$ cat src/rtl/ftf_pkg.sv
`timescale 1ns/1ps
package ftf_pkg;
  // Per-stage strobes issued by the handshake control to the word storage
  typedef struct packed {
    logic load;   // stage captures the word from its upstream source
    logic clear;  // stage word leaves and the stage is zeroed
  } stageStrobe_t;
endpackage

$ cat src/rtl/ftf_ctrl.sv
`timescale 1ns/1ps
module ftf_ctrl #(
  parameter int DEPTH = 16
) (
  input  logic                                  clk,
  input  logic                                  rst,
  input  logic                                  pushValid,
  input  logic                                  popReady,
  output logic                                  pushReady,
  output logic                                  popValid,
  output ftf_pkg::stageStrobe_t [DEPTH-1:0]     strobe
);
  localparam int LAST = DEPTH - 1;

  logic [DEPTH-1:0] full;
  logic [DEPTH-1:0] enter;
  logic [DEPTH-1:0] leave;

  // Input side: the first stage takes a word only when it is empty
  assign enter[0] = pushValid & ~full[0];

  generate
    for (genvar s = 0; s < LAST; s++) begin : g_link
      // Decision uses the neighbour's flag from the start of the cycle
      assign leave[s]     = full[s] & ~full[s+1];
      assign enter[s + 1] = leave[s];
    end
  endgenerate

  // Output side: the last stage empties on a read handshake
  assign leave[LAST] = full[LAST] & popReady;

  generate
    for (genvar s = 0; s < DEPTH; s++) begin : g_flag
      always_ff @(posedge clk) begin
        if (rst) begin
          full[s] <= 1'b0;
        end else if (enter[s]) begin
          full[s] <= 1'b1;
        end else if (leave[s]) begin
          full[s] <= 1'b0;
        end
      end

      always_comb begin
        strobe[s].load  = enter[s];
        strobe[s].clear = leave[s];
      end
    end
  endgenerate

  assign pushReady = ~full[0];
  assign popValid  = full[LAST];
endmodule

$ cat src/rtl/ftf_data.sv
`timescale 1ns/1ps
module ftf_data #(
  parameter int WIDTH = 4,
  parameter int DEPTH = 16
) (
  input  logic                              clk,
  input  logic                              rst,
  input  logic [WIDTH-1:0]                  inData,
  input  ftf_pkg::stageStrobe_t [DEPTH-1:0] strobe,
  output logic [WIDTH-1:0]                  outData
);
  localparam int LAST = DEPTH - 1;

  logic [WIDTH-1:0] word [DEPTH];

  generate
    for (genvar s = 0; s < DEPTH; s++) begin : g_stage
      logic [WIDTH-1:0] srcWord;
      if (s == 0) begin : g_head
        assign srcWord = inData;
      end else begin : g_body
        assign srcWord = word[s-1];
      end

      always_ff @(posedge clk) begin
        if (rst) begin
          word[s] <= '0;
        end else if (strobe[s].load) begin
          word[s] <= srcWord;
        end else if (strobe[s].clear) begin
          word[s] <= '0;
        end
      end
    end
  endgenerate

  assign outData = word[LAST];
endmodule

$ cat src/rtl/ftf_chain_fifo.sv
`timescale 1ns/1ps
module ftf_chain_fifo #(
  parameter int WIDTH = 4,
  parameter int DEPTH = 16
) (
  input  logic             clk,
  input  logic             rst,
  input  logic             inValid,
  input  logic [WIDTH-1:0] inData,
  output logic             inReady,
  output logic             outValid,
  output logic [WIDTH-1:0] outData,
  input  logic             outReady
);
  ftf_pkg::stageStrobe_t [DEPTH-1:0] strobe;

  ftf_ctrl #(.DEPTH(DEPTH)) ctrl_i (
    .clk       (clk),
    .rst       (rst),
    .pushValid (inValid),
    .popReady  (outReady),
    .pushReady (inReady),
    .popValid  (outValid),
    .strobe    (strobe)
  );

  ftf_data #(.WIDTH(WIDTH), .DEPTH(DEPTH)) data_i (
    .clk     (clk),
    .rst     (rst),
    .inData  (inData),
    .strobe  (strobe),
    .outData (outData)
  );
endmodule

$ cat config.mk
export PLATFORM = sky130hd
export DESIGN_NAME = ftf_chain_fifo
export DESIGN_NICKNAME = d
export VERILOG_FILES = /design/src/rtl/ftf_pkg.sv /design/src/rtl/ftf_ctrl.sv /design/src/rtl/ftf_data.sv /design/src/rtl/ftf_chain_fifo.sv
export SDC_FILE = /design/constraint.sdc
export NUM_CORES = 1
export LEC_CHECK = 0
export ABC_AREA = 1
export BUFFER_PORTS_ARGS = -buffer_cell sky130_fd_sc_hd__buf_2
export CAP_MARGIN = 15
export CORE_MARGIN = 4
export CORE_UTILIZATION = 43
export CTS_BUF_LIST = sky130_fd_sc_hd__clkbuf_16
export DETAILED_ROUTE_END_ITERATION = 10
export SYNTH_ARGS = -nofsm -noshare
export SYNTH_HDL_FRONTEND = slang
export SYNTH_SLANG_ARGS = --single-unit
$ cat constraint.sdc
create_clock -name clk -period 1.7 [get_ports clk]
set_clock_uncertainty 0.2 [all_clocks]
set_input_delay 0.085 -clock clk [delete_from_list [all_inputs] [get_ports clk]]
set_output_delay 0.085 -clock clk [all_outputs]
set_load 0.05 [all_outputs]
* After elaboration in Yosys (flattened, before gate mapping)
Memory sizes are Yosys's and may differ from the RTL's.
Cells that the tools add are included.
** Word-level totals
- RAM bits :: 64
- Bits in read-only memories :: 0
- Latch bits :: 0
- Bits of input ports :: 8
- Word-level logic and storage cells :: 261
- Register bits after elaboration :: 16
- Memories :: 1
** Memory list
- data_i.word :: depth 16, width 4, rd ports 16, clocked after memory_dff 0, write ports 16, RTL line ftf_data.sv:14 : logic [WIDTH-1:0] word [DEPTH];
** Operators by class
- Magnitude comparators :: 0
- Reductions and logical operators :: 16
- Bitwise logic cells :: 65
- Multipliers :: 0
- Muxes and demuxes :: 163
- Eq/ne operators :: 0
- Shift-type cells :: 0
- Divide/modulo/power cells :: 0
- Add/sub/neg operators :: 0
** Operators with widths (number)
- 2-to-1 mux 1 bit :: 131
- 2-to-1 mux 4 bit :: 32
- bitwise OR 1 bit :: 32
- nonzero test 2 bit :: 16
- AND 1 bit :: 17
- inverter 1 bit :: 16

* Depth between registers and ports, before layout
Gate-level depths: netlist (run 1).
- Depth after elaboration :: 7
- Mapped depth :: 5
- Mapped depth without buffers :: 5

* Hierarchy
From an unflattened synthesis (run 1), not the netlist that was laid out.
** Unflattened totals
- Cells, all modules :: 391
- Area, all modules :: 3621.0 sq um
** Modules (own cells, without submodules)
- ftf_data :: cells an instance 260, times used 1, area each 2780.2 sq um, sequential area each 1921.8 sq um
- ftf_ctrl :: cells an instance 131, times used 1, area each 840.8 sq um, sequential area each 320.3 sq um

* Worst setup path after synthesis (run 1)
No wires, ideal clock.
- Path kind :: register to register
- Start :: register ctrl_i.full[0]
- End :: memory data_i.word[0][0] (enable)
- Arrival time :: 1.056 ns
- Setup slack :: 0.137 ns
- Library setup time :: 0.307 ns
- Cell stages (with the launch flop) :: 5
- Buffers on the path :: 0
- Cell sequence :: dfxtp_1 > inv_1 > nor2_1 > nand2_2 > nand2_1
** RTL lines
- start: declaration :: RTL line ftf_ctrl.sv:15 : logic [DEPTH-1:0] full;
- start signal: indexed assignment :: RTL line ftf_ctrl.sv:37 : full[s] <= 1'b0;
- start signal: indexed assignment :: RTL line ftf_ctrl.sv:39 : full[s] <= 1'b1;
- start signal: indexed assignment :: RTL line ftf_ctrl.sv:41 : full[s] <= 1'b0;
- end: declaration :: RTL line ftf_data.sv:14

==> impl_metrics.env, run 1 <==
export IMPL_outcome="completed"
export IMPL_antennaDiodeCount=0
export IMPL_max_freq_mhz=628
export IMPL_syn2layout_area_growth_pct=18.3
export IMPL_numCtsBuffers=9
export IMPL_share_comb_of_total_power_pct=6.3
export IMPL_final_common_cell="inv_1"
export IMPL_cp_slowest_cell="dlygate4sd3_1"
export IMPL_worstPathCellList="dlygate4sd3_1, buf_2, nand3_4, nor2_1, dlygate4sd3_1"
export IMPL_gp_congestion=0.681
export IMPL_setup_viol=0
export IMPL_post_place_ws_ns=0.275
export IMPL_final_core_util_pct=52.9
export IMPL_cp_slowest_stage_delay_ns=0.56
export IMPL_tritoncts="done"
export IMPL_antenna_left=0
export IMPL_irDropWorstVdd_v=0.000555
export IMPL_grt_pass1_wl_mm=8.56
export IMPL_p_int_mw=3.48
export IMPL_die_area_um2=9130
export IMPL_drv_cap=0
export IMPL_setup_ws_ns=0.108
export IMPL_path_max_fanout=4
export IMPL_die_x_um=95.6
export IMPL_pwr_share_clk_pct=42.2
export IMPL_syn_nets=322
export IMPL_layout_min_cycle_time_ns=1.59
export IMPL_antenna_found_initial=0
export IMPL_worstPathRequired_ns=1.58
export IMPL_start_util_pct=44.7
export IMPL_drt_pass1_iter_count=4
export IMPL_dpl_hpwl_mm=3.22
export IMPL_synth_top_area_share_pct=58.3
export IMPL_core_area_um2=7370
export IMPL_clk_path_buf_depth=2
export IMPL_placed_cell_area_um2=3450
export IMPL_synth_area_top_cells="edfxtp_1, dfxtp_1, inv_1, nor2_1, nand2_1"
export IMPL_drc=0
export IMPL_cts_root_buffer="clkbuf_16"
export IMPL_grt_pass1_vias=2000
export IMPL_crit_path_end_kind="flop"
export IMPL_crit_family="buffers and inverters"
export IMPL_holdCritPathClass="in2reg"
export IMPL_syn_area_um2=3300
export IMPL_syn_area_per_cell_um2=10.5
export IMPL_rsz0062_at_grt="no"
export IMPL_grt_usage_pct=12.2
export IMPL_synth_distinct_cells=17
export IMPL_yosys_warnings=0
export IMPL_ys_seq_elements=80
export IMPL_path_buf_inv=3
export IMPL_wl_mm=4.81
export IMPL_power_leakage_nw=1.59
export IMPL_switching_power_mw=0.984
export IMPL_syn_inst=314
export IMPL_crit_arrival_ns=1.47
export IMPL_slew_headroom_pct=76.6
export IMPL_seq_area_frac_synth_pct=68.0
export IMPL_final_period_utilization_pct=93.7
export IMPL_clk_latency_ns=0.33
export IMPL_drt_iter0_drc=62
export IMPL_nets=358
export IMPL_power_density_nw_per_um2=1140
export IMPL_wl_per_cell_um=10.6
export IMPL_cts_sinks=80
export IMPL_path_common_cell="dlygate4sd3_1"
export IMPL_slew_violations=0
export IMPL_vias_per_cell=4.42
export IMPL_path_class="in2reg"
export IMPL_final_area_um2=3900
export IMPL_num_vias=2006
export IMPL_die_h_um=95.6
export IMPL_tightest_slew_ns=0.350
export IMPL_fin_setup_tns_ns=0
export IMPL_ioPinCount=14
export IMPL_final_hold_violation_count=0
export IMPL_layout_drive_gt1_share_pct=12.4
export IMPL_synth_top_area_cell="edfxtp_1"
export IMPL_grt_overflow=0
export IMPL_switching_share_pct=22.1
export IMPL_fill_cells=682
export IMPL_io_buffers=13
export IMPL_postCtsSetupBuffers=0
export IMPL_clk_pin_slew_worst_paths_ns=0.07
export IMPL_mostFrequentLayoutCells="inv_1, nor2_1, edfxtp_1"
export IMPL_seqPwrFrac_pct=51.5
export IMPL_rows=31
export IMPL_htree_levels=3
export IMPL_grt_max_degree=31
export IMPL_cp_start_kind="input port"
-- per-layer routing --
| metal | share of wire, % | global-route usage (%) | vias up |
|---|---|---|---|
| li1 | - | - | 1054 |
| met1 | 48 | 15.2 | 922 |
| met2 | 48 | 19.8 | 21 |
| met3 | 2.3 | 3.08 | 9 |
| met4 | 1.9 | 6.04 | 0 |
| met5 | 0 | 0 | - |
-- cells in the mapped netlist --
| cell | count |
|---|---|
| dfxtp_1 | 16 |
| buf_6 | 1 |
| inv_6 | 1 |
| nand2_1 | 33 |
| buf_4 | 1 |
| buf_2 | 1 |
| buf_12 | 1 |
| nand3_4 | 6 |
| nor2_1 | 68 |
| inv_1 | 81 |
| o21ai_0 | 1 |
| a21oi_1 | 13 |
| edfxtp_1 | 64 |
| nor2_2 | 4 |
| nand2_2 | 3 |
| nand3_1 | 18 |
| nor3_1 | 2 |
-- power by group through the flow --
stage / sequential (mW) / clock (mW) / combinational [mW]
after floorplan: 2.34 / 0 / 0.195
after global placement: 2.34 / 0 / 0.253
after detailed placement: 2.34 / 0 / 0.259
after CTS: 2.30 / 1.92 / 0.287
after global routing: 2.31 / 2.03 / 0.324
final: 2.30 / 1.88 / 0.282
-- cell type report --
type | count | area [µm²] | share of cell area [%]
Timing Repair Buffer | 29 | 223 | 5.71
Clock buffer | 9 | 225 | 5.78
Multi-Input combinational cell | 148 | 701 | 18.0
Clock inverter | 7 | 71.3 | 1.83
Sequential cell | 80 | 2240 | 57.5
Inverter | 82 | 313 | 8.02
Tap cell | 99 | 124 | 3.18
-- worst min-delay path, cell delays in order --
cell	delay, ns
buf_2	0.13
inv_6	0.12
nand2_1	0.11
a21oi_1	0.04
-- cells by family after synthesis --
group	after synthesis	share of synthesized area [%]
flip-flops	80	68.0
buffers and inverters	86	10.8
AND/OR/NAND/NOR	134	19.1
AO/OA/AOI/OAI	14	2.13
-- registers in the layout, summed over array words and instances, names as in the netlist --
register         cells
data_i.word         64
ctrl_i.full         15
ctrl_i.popValid      1
-- final timing paths --
path	from	to	slack (ns)	depth (start not counted)
worst min-delay path	rst	ctrl_i.full[9]	0.006	4
worst max register to register	ctrl_i.full[0]	data_i.word[0][1]	0.12	4
worst max-delay path	inValid	data_i.word[0][1]	0.11	5
worst min register to register	ctrl_i.full[12]	ctrl_i.full[12]	0.28	2
-- what timing repair did --
action	4_1_cts	5_1_grt
setup endpoints to repair	0	1
resized for setup	0	1
hold endpoints to repair	18	0
hold buffers	15	0
-- stage by stage --
stage                     total power [mW]  hold WS [ns]  cells
after floorplan                       2.54        0.0545    314
after global placement                2.59         0.181    423
after detailed placement              2.60         0.184    423
after CTS                             4.51       0.00250    454
after global routing                  4.67        0.0367    454
final                                 4.46       0.00639    454
No activity file was read; power rests on OpenSTA's default activity.
==> inputs of run 2 (changes only) <==
==> constraint.sdc (replaced) <==
create_clock -name clk -period 1.7 [get_ports clk]
set_clock_uncertainty 0.2 [all_clocks]
set_input_delay 0.51 -clock clk [delete_from_list [all_inputs] [get_ports clk]]
set_output_delay 0.51 -clock clk [all_outputs]
set_load 0.05 [all_outputs]
==> impl_metrics.env, run 2 (synthesized netlist as in run 1, its figures left out) <==
export IMPL_outcome="completed"
export IMPL_antennaDiodeCount=0
export IMPL_path_class="reg2out"
export IMPL_wl_mm=4.60
export IMPL_fin_setup_tns_ns=0
export IMPL_postCtsSetupBuffers=0
export IMPL_rows=31
export IMPL_drc=0
export IMPL_num_vias=1938
export IMPL_power_leakage_nw=1.54
export IMPL_clk_path_buf_depth=2
export IMPL_cp_start_kind="flop"
export IMPL_start_util_pct=44.7
export IMPL_layout_drive_gt1_share_pct=14.0
export IMPL_drv_cap=0
export IMPL_drt_iter0_drc=108
export IMPL_layout_min_cycle_time_ns=1.64
export IMPL_slew_headroom_pct=82.6
export IMPL_worstPathCellList="inv_2, buf_6"
export IMPL_core_area_um2=7370
export IMPL_numCtsBuffers=9
export IMPL_final_hold_violation_count=0
export IMPL_ioPinCount=14
export IMPL_final_common_cell="inv_1"
export IMPL_clk_pin_slew_worst_paths_ns=0.06
export IMPL_largest_reg_flops=64
export IMPL_mostFrequentLayoutCells="inv_1, nor2_1, edfxtp_1"
export IMPL_grt_max_degree=33
export IMPL_hold_ws_ns=0.265
export IMPL_io_buffers=13
export IMPL_vias_per_cell=4.38
export IMPL_cts_sinks=80
export IMPL_rsz0062_at_grt="no"
export IMPL_cp_slowest_stage_delay_ns=0.32
export IMPL_cp_slowest_cell="dfxtp_1"
export IMPL_switching_power_mw=0.987
export IMPL_grt_pass1_wl_mm=8.34
export IMPL_p_int_mw=3.61
export IMPL_final_period_utilization_pct=96.4
export IMPL_path_max_fanout=5
export IMPL_fill_cells=676
export IMPL_crit_arrival_ns=0.93
export IMPL_holdCritPathClass="in2reg"
export IMPL_die_x_um=95.6
export IMPL_switching_share_pct=21.5
export IMPL_htree_levels=3
export IMPL_seqPwrFrac_pct=50.0
export IMPL_die_h_um=95.6
export IMPL_regMostFlops="data_i.word"
export IMPL_worstPathRequired_ns=0.99
export IMPL_syn2layout_area_growth_pct=15.3
export IMPL_slew_violations=0
export IMPL_tritoncts="done"
export IMPL_clk_latency_ns=0.33
export IMPL_pwr_share_clk_pct=44.2
export IMPL_postCtsHoldBufs=0
export IMPL_grt_pass1_vias=1911
export IMPL_antenna_found_initial=0
export IMPL_grt_overflow=0
export IMPL_cts_root_buffer="clkbuf_16"
export IMPL_irDropWorstVdd_v=0.000707
export IMPL_die_area_um2=9130
export IMPL_nets=346
export IMPL_max_freq_mhz=610
export IMPL_gp_congestion=0.701
export IMPL_p_total_mw=4.60
export IMPL_drt_pass1_iter_count=4
export IMPL_tightest_slew_ns=0.260
export IMPL_setup_viol=0
export IMPL_wl_per_cell_um=10.4
export IMPL_dpl_hpwl_mm=3.20
export IMPL_grt_usage_pct=12.0
export IMPL_share_comb_of_total_power_pct=5.8
export IMPL_crit_path_end_kind="primary output"
export IMPL_antenna_left=0
export IMPL_power_density_nw_per_um2=1210
run 2: cell count changes in the layout (fill, tap and decap cells not counted), moves of 2 or more:
| cell | delta |
|---|---|
| dlygate4sd3_1 | -15 |
| buf_4 | +3 |
| buf_2 | -2 |
| inv_1 | -2 |
run 2: per-layer routing:
layer  vias to the layer above  routed length, µm  track usage (%)
met1                       882               2180             15.0
li1                       1023                  -                -
met3                         7                179             4.50
met5                         -                  0                0
met2                        26               2150             18.4
met4                         0                 87             6.04
run 2: timing repair:
action | 4_1_cts | 5_1_grt
hold endpoints to repair | 0 | 0
endpoints found under the setup margin | 1 | 1
resized for setup | 3 | 1
run 2: layout make-up:
type                       instances  area [µm²]  share of cell area, %
clock buffer                       9         225                   5.93
multi-input combinational        148         698                   18.4
tap                               99         124                   3.26
clock inverter                     7        93.8                   2.47
timing repair buffer              17         104                   2.73
sequential                        80        2240                   59.0
inverter                          82         313                   8.23
run 2: worst max-delay path, delay by kind of cell, from the launching register on:
family,cells,cell delay (ns)
buffers and inverters,2,0.28
flip-flops,1,0.32
run 2: worst paths after layout:
path                  startpoint                 to  slack (ns)  cells after the start
setup / recovery  ctrl_i.full[0]            inReady        0.06                      2
hold / removal          outReady    ctrl_i.popValid        0.26                      4
setup reg to reg  ctrl_i.full[8]  data_i.word[1][6]        0.25                      4
hold reg to reg   ctrl_i.full[8]     ctrl_i.full[7]        0.29                      2
run 2: power groups by stage:
stage	clock network [mW]	registers, mW	logic (mW)
after global routing	2.16	2.32	0.306
final	2.03	2.30	0.265
after CTS	2.08	2.30	0.270
after detailed placement	0	2.34	0.264
after floorplan	0	2.34	0.195
after global placement	0	2.34	0.260
run 2: through the flow:
step	area, µm²	setup slack, ns	utilization, %	std cells
6_report	3800	0.0613	51.6	442
3_5_place_dp	3470	0.0716	47.1	426
4_1_cts	3800	0.0308	51.5	442
2_1_floorplan	3300	0.116	-	314
5_1_grt	3800	0.00811	51.6	442
3_3_place_gp	3470	0.102	47.1	426
==> inputs of run 3 (changes only) <==
--- a/config.mk
+++ b/config.mk
@@ -9,8 +9,12 @@
 export BUFFER_PORTS_ARGS = -buffer_cell sky130_fd_sc_hd__buf_2
 export CAP_MARGIN = 15
+export CELL_PAD_IN_SITES_DETAIL_PLACEMENT = 0
+export CELL_PAD_IN_SITES_GLOBAL_PLACEMENT = 2
 export CORE_MARGIN = 4
-export CORE_UTILIZATION = 43
+export CORE_UTILIZATION = 40
 export CTS_BUF_LIST = sky130_fd_sc_hd__clkbuf_16
 export DETAILED_ROUTE_END_ITERATION = 10
+export GPL_TIMING_DRIVEN = 0
+export PLACE_DENSITY_LB_ADDON = 0.1
 export SYNTH_ARGS = -nofsm -noshare
 export SYNTH_HDL_FRONTEND = slang
==> constraint.sdc (replaced) <==
create_clock -name clk -period 1.7 [get_ports clk]
set_clock_uncertainty 0.2 [all_clocks]
set_input_delay 0 -clock clk [delete_from_list [all_inputs] [get_ports clk]]
set_output_delay 0 -clock clk [all_outputs]
set_load 0.05 [all_outputs]
==> impl_metrics.env, run 3 (synthesized netlist as in run 1, its figures left out) <==
export IMPL_critPathCapture="data_i.word[1][9]"
export IMPL_switching_share_pct=21.6
export IMPL_core_area_um2=7890
export IMPL_dpl_hpwl_mm=3.50
export IMPL_io_buffers=12
export IMPL_r2r_slack_ns=0.25
export IMPL_holdCritPathClass="reg2reg"
export IMPL_cts_root_buffer="clkbuf_16"
export IMPL_ctsResizeCount=0
export IMPL_drc=0
export IMPL_regMostFlops="data_i.word"
export IMPL_tritoncts="done"
export IMPL_nets=352
export IMPL_gp_congestion=0.703
export IMPL_final_hold_violation_count=0
export IMPL_path_class="in2reg"
export IMPL_die_area_um2=9760
export IMPL_worstPathRequired_ns=1.54
export IMPL_final_period_utilization_pct=86.3
export IMPL_layout_drive_gt1_share_pct=13.2
export IMPL_rsz0062_at_grt="no"
export IMPL_dp_cells=428
export IMPL_grt_max_degree=15
export IMPL_ioPinCount=14
export IMPL_final_area_um2=3870
export IMPL_irDropWorstVdd_v=0.000545
export IMPL_die_h_um=98.8
export IMPL_seqPwrFrac_pct=49.7
export IMPL_num_vias=1952
export IMPL_tightest_slew_ns=0.243
export IMPL_fin_setup_tns_ns=0
export IMPL_numCtsBuffers=9
export IMPL_grt_pass1_vias=1995
export IMPL_final_common_cell="inv_1"
export IMPL_vias_per_cell=4.33
export IMPL_clk_pin_slew_worst_paths_ns=0.06
export IMPL_setup_viol=0
export IMPL_grt_pass1_wl_mm=8.98
export IMPL_switching_power_mw=0.999
export IMPL_path_max_fanout=10
export IMPL_max_freq_mhz=682
export IMPL_slew_violations=0
export IMPL_drt_iter0_drc=47
export IMPL_crit_start="rst"
export IMPL_grt_overflow=0
export IMPL_mostFrequentLayoutCells="inv_1, nor2_1, edfxtp_1"
export IMPL_wl_mm=4.90
export IMPL_antennaDiodeCount=0
export IMPL_crit_path_end_kind="flop"
export IMPL_power_density_nw_per_um2=1190
export IMPL_crit_arrival_ns=1.30
export IMPL_syn2layout_area_growth_pct=17.5
export IMPL_stdcell_count=451
export IMPL_drt_pass1_iter_count=4
export IMPL_antenna_found_initial=0
export IMPL_cts_sinks=80
export IMPL_p_int_mw=3.63
export IMPL_largest_reg_flops=64
export IMPL_outcome="completed"
export IMPL_drv_cap=0
export IMPL_cp_start_kind="input port"
export IMPL_htree_levels=3
export IMPL_pwr_share_clk_pct=44.3
export IMPL_start_util_pct=41.8
export IMPL_die_x_um=98.8
export IMPL_placed_cell_area_um2=3480
export IMPL_share_comb_of_total_power_pct=6.0
export IMPL_layout_min_cycle_time_ns=1.47
export IMPL_r2r_start="ctrl_i.full[0]"
export IMPL_wl_per_cell_um=10.9
export IMPL_final_core_util_pct=49.1
export IMPL_slew_headroom_pct=83.8
export IMPL_clk_path_buf_depth=2
export IMPL_power_leakage_nw=1.57
export IMPL_clk_latency_ns=0.33
export IMPL_antenna_left=0
export IMPL_rows=32
export IMPL_r2r_cells=4
export IMPL_grt_usage_pct=11.5
export IMPL_timing_rr_end="data_i.word[0][1]"
## run 3: cell types whose count changed in the layout (fill, tap and decap cells not counted)
cell | before | now
buf_2 | 11 | 13
buf_12 | 0 | 1
inv_2 | 1 | 0
clkinv_4 | 0 | 1
dlygate4sd3_1 | 0 | 7
inv_1 | 80 | 81
clkinvlp_4 | 2 | 1
clkbuf_4 | 1 | 0
buf_4 | 4 | 1
## run 3: through the flow
stage	hold slack [ns]	power (mW)	setup WS [ns]
after floorplan	-0.0305	2.54	0.137
after global placement	0.0482	2.61	0.249
after detailed placement	0.0535	2.61	0.242
after CTS	0.273	4.68	0.208
final	0.269	4.62	0.233
after global routing	0.295	4.81	0.105
## run 3: layout make-up
| class | instances | area (µm²) |
|---|---|---|
| flip-flops and latches | 80 | 2240 |
| clock buffers | 9 | 225 |
| well taps | 102 | 128 |
| clock inverters | 7 | 95.1 |
| repair buffers | 19 | 130 |
| fillers | 756 | 4010 |
| multi-input cells | 148 | 698 |
| plain buffers | 4 | 43.8 |
| inverters | 82 | 313 |
## run 3: how the worst min path moves through the flow
stage	start	end	slack (ns)	depth (start not counted)
after floorplan	inValid	ctrl_i.full[0]	-0.03	2
after global placement	rst	ctrl_i.full[4]	0.05	2
after detailed placement	rst	ctrl_i.full[7]	0.05	2
after CTS	ctrl_i.full[12]	ctrl_i.full[12]	0.27	2
after global routing	ctrl_i.full[12]	ctrl_i.full[12]	0.30	2
final	ctrl_i.full[12]	ctrl_i.full[12]	0.27	2
## run 3: power groups by stage
stage / clock [mW] / sequential (mW) / combinational [mW]
after global placement: 0 / 2.34 / 0.270
after floorplan: 0 / 2.34 / 0.195
after CTS: 2.09 / 2.30 / 0.286
after detailed placement: 0 / 2.34 / 0.272
after global routing: 2.17 / 2.31 / 0.326
final: 2.05 / 2.30 / 0.278
## run 3: repair_timing
item                      in CTS  in global routing
hold endpoints to repair      31                  0
hold buffers                   7                  0
buffers inserted               0                  0
## run 3: worst max-delay path, stage by stage
cell	delay, ns
dlygate4sd3_1	0.55
buf_6	0.16
inv_6	0.10
buf_2	0.26
nand3_1	0.22
## run 3: per-layer routing
metal	global-route usage, %	up-vias	share of wire (%)
li1	-	1027	-
met1	14.8	902	50
met2	18.1	14	46
met3	2.97	9	2.3
met4	5.36	0	2.0
met5	0	-	0
